--- config.mk ---
export PLATFORM = sky130hd
export DESIGN_NAME = rtc_bcd_chain
export DESIGN_NICKNAME = d
export VERILOG_FILES = /design/src/rtl/rtc_pkg.sv /design/src/rtl/rtc_frac_prescaler.sv /design/src/rtl/rtc_bcd_wrap.sv /design/src/rtl/rtc_calendar.sv /design/src/rtl/rtc_bcd_chain.sv
export SDC_FILE = /design/constraint.sdc
export NUM_CORES = 1
export LEC_CHECK = 0
export BUFFER_PORTS_ARGS = -buffer_cell sky130_fd_sc_hd__buf_2
export CAP_MARGIN = 20
export CELL_PAD_IN_SITES_DETAIL_PLACEMENT = 2
export CELL_PAD_IN_SITES_GLOBAL_PLACEMENT = 2
export CORE_ASPECT_RATIO = 0.6
export CORE_MARGIN = 3
export CORE_UTILIZATION = 30
export CTS_CLUSTER_SIZE = 30
export DETAILED_ROUTE_END_ITERATION = 8
export PLACE_DENSITY_LB_ADDON = 0.3
export SLEW_MARGIN = 20
export SYNTH_ARGS = -nofsm -noshare
export SYNTH_HDL_FRONTEND = slang
export SYNTH_SLANG_ARGS = --single-unit
--- constraint.sdc ---
create_clock -name clk -period 3.45 [get_ports clk]
set_clock_uncertainty 0.05 [all_clocks]
set_input_delay 0.1725 -clock clk [delete_from_list [all_inputs] [get_ports clk]]
set_output_delay 0.1725 -clock clk [all_outputs]
set_load 0.02 [all_outputs]
--- src/rtl/rtc_pkg.sv ---
package rtc_pkg;
  localparam int BYTE_W = 8;
  localparam int NUM_BYTES = 8;

  typedef logic [BYTE_W-1:0] bcd_byte_t;

  // next BCD value, no wrap handling
  function automatic bcd_byte_t bcd_inc(input bcd_byte_t v);
    bcd_byte_t r;
    if (v[3:0] >= 4'd9) r = {v[7:4] + 4'd1, 4'd0};
    else                r = {v[7:4], v[3:0] + 4'd1};
    return r;
  endfunction

  // last day of a month, BCD in, BCD out
  function automatic bcd_byte_t month_last(input bcd_byte_t month, input bcd_byte_t year);
    logic [6:0] yb;
    bcd_byte_t  r;
    yb = 7'(year[7:4]) * 7'd10 + 7'(year[3:0]);
    case (month)
      8'h02:                      r = (yb[1:0] == 2'b00) ? 8'h29 : 8'h28;
      8'h04, 8'h06, 8'h09, 8'h11: r = 8'h30;
      default:                    r = 8'h31;
    endcase
    return r;
  endfunction
endpackage

--- src/rtl/rtc_frac_prescaler.sv ---
module rtc_frac_prescaler #(
  parameter int REF_HZ = 32768,
  parameter int OUT_HZ = 100
) (
  input  logic clk,
  input  logic rst,
  input  logic clr,
  input  logic tick_in,
  output logic tick_out
);
  localparam int AW = $clog2(REF_HZ + OUT_HZ);
  localparam logic [AW-1:0] REF_W = AW'(REF_HZ);
  localparam logic [AW-1:0] OUT_W = AW'(OUT_HZ);

  logic [AW-1:0] acc;
  logic [AW-1:0] sum;

  assign sum = acc + OUT_W;

  always_ff @(posedge clk) begin
    if (rst || clr) begin
      acc      <= '0;
      tick_out <= 1'b0;
    end else begin
      tick_out <= 1'b0;
      if (tick_in) begin
        if (sum >= REF_W) begin
          acc      <= sum - REF_W;
          tick_out <= 1'b1;
        end else begin
          acc <= sum;
        end
      end
    end
  end
endmodule

--- src/rtl/rtc_bcd_wrap.sv ---
module rtc_bcd_wrap
  import rtc_pkg::*;
#(
  parameter bcd_byte_t LAST = 8'h59
) (
  input  logic      clk,
  input  logic      rst,
  input  logic      load,
  input  bcd_byte_t load_val,
  input  logic      inc,
  output bcd_byte_t value,
  output logic      carry_out
);
  assign carry_out = inc && (value == LAST);

  always_ff @(posedge clk) begin
    if (rst)            value <= '0;
    else if (load)      value <= load_val;
    else if (carry_out) value <= '0;
    else if (inc)       value <= bcd_inc(value);
  end
endmodule

--- src/rtl/rtc_calendar.sv ---
module rtc_calendar
  import rtc_pkg::*;
(
  input  logic      clk,
  input  logic      rst,
  input  logic      load,
  input  bcd_byte_t ld_dow,
  input  bcd_byte_t ld_date,
  input  bcd_byte_t ld_month,
  input  bcd_byte_t ld_year,
  input  logic      ld_century,
  input  logic      day_inc,
  output bcd_byte_t dow,
  output bcd_byte_t date,
  output bcd_byte_t month,
  output bcd_byte_t year,
  output logic      century
);
  logic month_end;
  logic year_end;
  logic cent_end;

  assign month_end = day_inc && (date == month_last(month, year));
  assign year_end  = month_end && (month == 8'h12);
  assign cent_end  = year_end && (year == 8'h99);

  always_ff @(posedge clk) begin
    if (rst) begin
      dow     <= 8'h01;
      date    <= 8'h01;
      month   <= 8'h01;
      year    <= 8'h00;
      century <= 1'b0;
    end else if (load) begin
      dow     <= ld_dow;
      date    <= ld_date;
      month   <= ld_month;
      year    <= ld_year;
      century <= ld_century;
    end else if (day_inc) begin
      dow  <= (dow == 8'h07) ? 8'h01 : bcd_inc(dow);
      date <= month_end ? 8'h01 : bcd_inc(date);
      if (month_end) month <= year_end ? 8'h01 : bcd_inc(month);
      if (year_end)  year  <= cent_end ? 8'h00 : bcd_inc(year);
      if (cent_end)  century <= ~century;
    end
  end
endmodule

--- src/rtl/rtc_bcd_chain.sv ---
module rtc_bcd_chain
  import rtc_pkg::*;
#(
  parameter int REF_HZ = 32768,
  parameter int STEP_HZ = 100
) (
  input  logic                        clk,
  input  logic                        rst,
  input  logic                        ref_tick,
  input  logic                        load_en,
  input  logic [NUM_BYTES*BYTE_W-1:0] load_time,
  input  logic                        load_century,
  output logic [NUM_BYTES*BYTE_W-1:0] time_o,
  output logic                        century_o
);
  localparam int NUM_WRAP = 4;
  localparam bcd_byte_t WRAP_LAST [NUM_WRAP] = '{8'h99, 8'h59, 8'h59, 8'h23};

  logic                hund_step;
  logic [NUM_WRAP:0]   carry;
  bcd_byte_t           wrap_val [NUM_WRAP];
  bcd_byte_t           dow, date, month, year;

  rtc_frac_prescaler #(.REF_HZ(REF_HZ), .OUT_HZ(STEP_HZ)) u_presc (
    .clk     (clk),
    .rst     (rst),
    .clr     (load_en),
    .tick_in (ref_tick),
    .tick_out(hund_step)
  );

  assign carry[0] = hund_step && !load_en;

  for (genvar i = 0; i < NUM_WRAP; i++) begin : g_wrap
    rtc_bcd_wrap #(.LAST(WRAP_LAST[i])) u_cnt (
      .clk      (clk),
      .rst      (rst),
      .load     (load_en),
      .load_val (load_time[i*BYTE_W +: BYTE_W]),
      .inc      (carry[i]),
      .value    (wrap_val[i]),
      .carry_out(carry[i+1])
    );
    assign time_o[i*BYTE_W +: BYTE_W] = wrap_val[i];
  end

  rtc_calendar u_cal (
    .clk       (clk),
    .rst       (rst),
    .load      (load_en),
    .ld_dow    (load_time[4*BYTE_W +: BYTE_W]),
    .ld_date   (load_time[5*BYTE_W +: BYTE_W]),
    .ld_month  (load_time[6*BYTE_W +: BYTE_W]),
    .ld_year   (load_time[7*BYTE_W +: BYTE_W]),
    .ld_century(load_century),
    .day_inc   (carry[NUM_WRAP]),
    .dow       (dow),
    .date      (date),
    .month     (month),
    .year      (year),
    .century   (century_o)
  );

  assign time_o[4*BYTE_W +: BYTE_W] = dow;
  assign time_o[5*BYTE_W +: BYTE_W] = date;
  assign time_o[6*BYTE_W +: BYTE_W] = month;
  assign time_o[7*BYTE_W +: BYTE_W] = year;
endmodule

# Word-level counts from Yosys, hierarchy flattened
# Cells that the tools add are included.
[word_totals]
ff_bits = 82
latchBits = 0
ramBits = 0
romBits = 0
in_bits = 69
out_inout_bits = 65
memories = 0
[op_classes]
n_addsub = 19
n_mul = 1
n_div = 0
order_cmp = 9
eq_ne = 13
shifts = 0
muxes = 41
n_bitwise = 2
reduce_logical = 40
[op_table]
columns = ["cell", "n"]
rows = [
  ["8-bit two-way mux", 34],
  ["4-bit by 1-bit adder with 4-bit output, second input constant", 16],
  ["3-bit nonzero test", 12],
  ["4-bit >= comparator, second input constant", 8],
  ["8-bit by 3-bit == test with 1-bit output, second input constant", 3],
  ["2-bit AND reduction", 9],
  ["16-bit by 7-bit adder with 16-bit output, second input constant", 1],
  ["8-bit by 5-bit == test with 1-bit output, second input constant", 2],
  ["8-bit by 7-bit == test with 1-bit output, second input constant", 2],
  ["8-bit == test, second input constant", 2],
  ["16-bit >= comparator, second input constant", 1],
  ["16-bit two-way mux", 1],
  ["8-bit one-hot mux with 2 select lines", 1],
  ["16-bit subtractor, second input constant", 1],
  ["8-bit by 2-bit == test with 1-bit output, second input constant", 1],
  ["8-bit by 4-bit == test with 1-bit output, second input constant", 1],
  ["8-bit by 6-bit == test with 1-bit output, second input constant", 1],
  ["8-bit == test", 1],
  ["1-bit logical AND", 8],
  ["2-bit nonzero test", 4],
  ["3-bit AND reduction", 2],
  ["1-bit two-way mux", 5],
  ["4-bit by 3-bit multiplier with 1-bit output, second input constant", 1],
  ["4-bit OR reduction", 1],
  ["6 further kinds", 7],
]

# Logic depth before layout (Yosys ltp)
[logic_depth]
ltp_word = 13
mapped_depth = 11
ltp_nobuf = 9

# Hierarchy
# From an unflattened synthesis, not the netlist that was laid out.
[hier_totals]
cells_unflattened = 664
hier_area_um2 = 5391.4
[modules_own_cells]
columns = ["module", "instances", "cells_each", "area_per_inst_um2", "seq_area_each_um2"]
rows = [
  ["rtc_calendar", 1, 306, 2412.3, 660.6],
  ["rtc_bcd_wrap (g_wrap[1].u_cnt ...)", 2, 71, 570.5, 160.2],
  ["rtc_frac_prescaler", 1, 76, 685.7, 300.3],
  ["rtc_bcd_wrap (g_wrap[0].u_cnt)", 1, 73, 603.1, 160.2],
  ["rtc_bcd_wrap (g_wrap[3].u_cnt)", 1, 66, 535.5, 160.2],
  ["rtc_bcd_chain", 1, 1, 13.8, 0.0],
]

# Worst setup path before layout
# No wires, ideal clock.
[synth_timing]
kind = "register to register"
from = "register u_cal.month[0]"
to = "register u_cal.year[5]"
setup_ps = 91
t_arrival_ps = 2695
required_time_ps = 3309
setup_slack_ps = 614
path_stages_with_launch = 10
synth_period_minus_slack_ps = 2836
cell_sequence = "dfxtp_1 -> inv_1 -> ha_1 -> o21ai_0 -> o21ai_0 -> a221o_1 -> a21o_1 -> a211o_4 -> or4_1 -> a311oi_1"
[synth_between]
elab_chain_cells = 11
[synth_lines]
columns = ["item", "line", "text"]
rows = [
  ["start, declared", "rtc_calendar.sv:15", "output bcd_byte_t month,"],
  ["start signal, assigned", "rtc_calendar.sv:37", "month <= ld_month;"],
  ["start signal, assigned", "rtc_calendar.sv:43", "if (month_end) month <= year_end ? 8'h01 : bcd_inc(month);"],
  ["8-bit by 3-bit == test with 1-bit output, or another cell as far along", "rtc_pkg.sv:20", "case (month)"],
  ["4-bit OR reduction", "rtc_pkg.sv:20", ""],
  ["8-bit one-hot mux with 2 select lines", "rtc_pkg.sv:20", ""],
  ["8-bit == test", "rtc_calendar.sv:23", "assign month_end = day_inc && (date == month_last(month, year));"],
  ["1-bit logical AND", "rtc_calendar.sv:23", ""],
  ["1-bit logical AND (*)", "rtc_calendar.sv:24", "assign year_end = month_end && (month == 8'h12);"],
  ["1-bit logical AND", "rtc_calendar.sv:25", "assign cent_end = year_end && (year == 8'h99);"],
  ["8-bit two-way mux (2 in series)", "rtc_calendar.sv:44", "if (year_end) year <= cent_end ? 8'h00 : bcd_inc(year);"],
  ["8-bit two-way mux", "rtc_calendar.sv:40", "end else if (day_inc) begin"],
  ["8-bit two-way mux", "rtc_calendar.sv:34", "end else if (load) begin"],
  ["end signal, assigned", "rtc_calendar.sv:38", "year <= ld_year;"],
  ["end signal, assigned", "rtc_calendar.sv:44", ""],
  ["end, declared", "rtc_calendar.sv:16", "output bcd_byte_t year,"],
]
# Every way passes the cells marked *; elsewhere a longest branch is shown, timed or not. The select of a mux whose other input is x is not followed.
# A chain may end at the register's enable or synchronous reset.

# Final worst setup path
[layout_timing]
from = "register g_wrap[0].u_cnt.value[1]"
to = "register u_cal.year[5]"
[layout_between]
elab_chain_cells = 12
[layout_lines]
columns = ["item", "line", "text"]
rows = [
  ["start, declared", "rtc_bcd_wrap.sv:11", "output bcd_byte_t value,"],
  ["start signal, assigned", "rtc_bcd_wrap.sv:18", "else if (load) value <= load_val;"],
  ["start signal, assigned", "rtc_bcd_wrap.sv:20", "else if (inc) value <= bcd_inc(value);"],
  ["8-bit == test (*)", "rtc_bcd_wrap.sv:14", "assign carry_out = inc && (value == LAST);"],
  ["1-bit logical AND (*) (4 in series)", "rtc_bcd_wrap.sv:14", ""],
  ["1-bit logical AND", "rtc_calendar.sv:23", ""],
  ["1-bit logical AND", "rtc_calendar.sv:24", ""],
  ["1-bit logical AND", "rtc_calendar.sv:25", ""],
  ["8-bit two-way mux (2 in series)", "rtc_calendar.sv:44", ""],
  ["8-bit two-way mux", "rtc_calendar.sv:40", ""],
  ["8-bit two-way mux", "rtc_calendar.sv:34", ""],
]
# Marked as above.

==> metrics.md <==
| Metric | Value |
|---|---|
| Detailed-route via count | 5382 |
| Final instance area | 0.006356 mm2 |
| Number of sinks on the clock net | 80 |
| Yosys top cell area share | 31.59% |
| Final hold violation count | 0 |
| Initial antenna violation count | 0 |
| Leak Pwr | 2.764 nW |
| Die width | 173.8 um |
| Most used DFF post-synth | dfxtp_1 |
| Area leader, netlist | dfxtp_1 |
| PnR worst setup slack | 0.3413 ns |
| GRT overflow | 0 |
| Crit-path slowest cell | a211o_4 |
| Crit path DAT | 3.32 ns |
| H-tree levels | 3 |
| Synth top area cells | dfxtp_1 (32%), ha_1 (10%), nor2_1 (5.3%) |
| Initial Util | 30.92% |
| Clock transition at path regs | 0.07 ns |
| Setup TNS | 0 ns |
| Slew margin rel. | 42.31% |
| DR DRC count | 0 |
| CTS resizes | 0 |
| Count of final setup violators | 0 |
| TritonCTS Buffers | 9 |
| Ys Warns | 0 |
| Clk buf depth | 2 |
| Syn nets | 753 |
| Setup slack after placement | 0.3259 ns |
| Ports | 134 |
| Crit share post-route | 90.11% |
| Count of pins over their slew limit | 0 |
| Post-layout power | 2.623 mW |
| Placed Area | 0.006016 mm2 |
| Footprint of the multi-input gates | 0.003182 mm2 |
| Vias/cell | 5.345 |
| DIE AREA | 0.01855 mm2 |
| EDFF count, synth | 0 |
| Share of layout cells above drive strength 1 | 22.21% |
| Die height | 106.7 um |
| Crit Path Max Fanout | 17 |
| Largest net degree at the start of global routing | 51 |
| Most numerous cell in the Yosys netlist | dfxtp_1 |
| Kind of critical path | reg2reg |
| Site row count | 36 |
| Pwr/cell area | 412.7 mW/mm2 |
| Global router's overall resource usage | 21.10% |
| Status | complete, no violations |
| Nets | 885 |
| First-pass GRT wire length | 31530 um |
| Fin util | 38.77% |
| Routability cong. | 0.7928 |
| First-pass DRT Iterations | 4 |
| Fmax achieved | 0.3217 GHz |
| CTS tree | yes |
| Async SR Flop Fraction | 0% |
| Cells after Synth | 642 |
| Post-cts hold buffer count | 2 |
| Max VDD drop | 0.2232 mV |
| Clock root buffer master | clkbuf_16 |
| Diodes inserted | 0 |
| Minimum clock period | 3.109 ns |
| Core Area | 0.01640 mm2 |
| CP Cell Sequence | inv_1 -> ha_1 -> nand4b_1 -> nor4_4 -> nand4_1 -> a211o_4 -> or4_1 -> a311oi_1 |
| CP startpoint kind | flip-flop |
| Post-synth cell types | 61 |
| Worst path max stage delay | 0.53 ns |
| Post-synthesis sequential area ratio | 31.59% |
| DR WL/cell | 19.76 um |
| Antenna Violating Nets Remaining | 0 |
| Detailed placement HPWL | 14960 um |
| FF+latch area | 0.001602 mm2 |
| Routed WL | 19890 um |
| Worst-Skew Late Latency | 0.35 ns |
| CP endpoint kind | flip-flop |
| Area Growth Syn to Fin | 25.37% |
| Mean Syn Cell Area | 7.897 um2 |
| CP Data Required Time | 3.66 ns |
| Synth Cell Area | 0.005070 mm2 |
| Post CTS Setup Buffer Count | 0 |
| Number of synthesized register bits | 80 |
| Vias in the first global route | 5678 |
| 1st-iter DRT viols | 342 |
| Layout Cells excl Fill | 1007 |
| FILL cells | 1945 |
| Slew at the pin closest to its max-slew limit | 0.8614 ns |
| RSZ-0062 raised after global routing | no |
| Max_cap viols | 0 |
| Placed insts | 989 |
| Post-synth top cells | dfxtp_1 (80), nor2_1 (72), nand2_1 (60) |
| Hold_ws | 0.01007 ns |
| Hold crit path type | in2reg |
| Port bufs | 133 |
[power breakdown]
| part | leakage (nW) | total [mW] | internal [mW] | switching (mW) |
|---|---|---|---|---|
| clock | 0.156 | 1.07 | 0.636 | 0.432 |
| sequential | 0.658 | 1.06 | 0.976 | 0.0822 |
| combinational | 1.95 | 0.497 | 0.189 | 0.308 |
| total | 2.76 | 2.62 | 1.80 | 0.823 |
[cells by family after synthesis]
family                     synth area share (%)
xor gates and xnor gates                  3.282
adders and majority gates                 10.37
DFF                                       31.59
and+or+nand+nor                           24.11
buffers and inverters                     5.651
AOI/OAI and AO/OA                         23.82
muxes                                     1.185
[flip-flops by register name, summed over array words and instances (netlist names)]
| signal | count |
|---|---|
| u_cal.year | 8 |
| u_cal.date | 8 |
| g_wrap.u_cnt.value | 32 |
| u_cal.century | 1 |
| u_presc.tick_out | 1 |
| u_presc.acc | 14 |
| u_cal.dow | 8 |
| u_cal.month | 8 |
[routing by layer]
metal	share of wire (%)	GRT usage [%]
met5	0	0
met4	0.66	3.784
met3	4.4	4.848
met2	43	32.16
met1	52	30.64
[cell usage in the layout, fill, tap and decap left out, drive strengths merged, types with 6 or more instances in the layout]
cell type,netlist,final
nor3b,7,7
nand2,60,60
o31ai,6,6
buf,5,148
a22oi,12,12
a311oi,8,8
a221oi,13,13
dfxtp,80,80
a21oi,30,30
o21ai,45,45
nand4,13,13
nor3,17,17
and3,12,12
xor2,14,14
nand3,23,23
mux2i,6,6
inv,44,45
nor2,72,72
ha,42,42
o211ai,12,12
clkbuf,24,9
a31oi,8,8
[layout make-up]
class,count,share of cell area [%]
timing repair buffer,150,12.56
sequential,80,25.20
clock inverter,7,1.496
tap,228,4.488
clock buffer,9,3.543
multi-input combinational,488,50.06
inverter,45,2.657
[final timing paths]
kind	slack (ns)	depth (start not counted)	startpoint	end
setup / recovery	0.34	8	g_wrap[0].u_cnt.value[1]$_SDFFE_PP0P_	u_cal.year[5]$_SDFFE_PP0P_
hold / removal	0.01	3	load_time[11]	g_wrap[1].u_cnt.value[3]$_SDFFE_PP0P_
setup reg to reg	0.34	8	g_wrap[0].u_cnt.value[1]$_SDFFE_PP0P_	u_cal.year[5]$_SDFFE_PP0P_
hold reg to reg	0.45	1	u_presc.acc[15]$_SDFFE_PP0P_	u_presc.acc[15]$_SDFFE_PP0P_
[worst max-delay path: cells and delay by family (launching register included)]
| family | cells | cell delay [ns] |
|---|---|---|
| AOI/OAI and AO/OA | 2 | 0.80 |
| adders and majority gates | 1 | 0.23 |
| buffers and inverters | 1 | 0.12 |
| DFF | 1 | 0.34 |
| and+or+nand+nor | 4 | 1.48 |
Power figures use the tool's default switching activity.
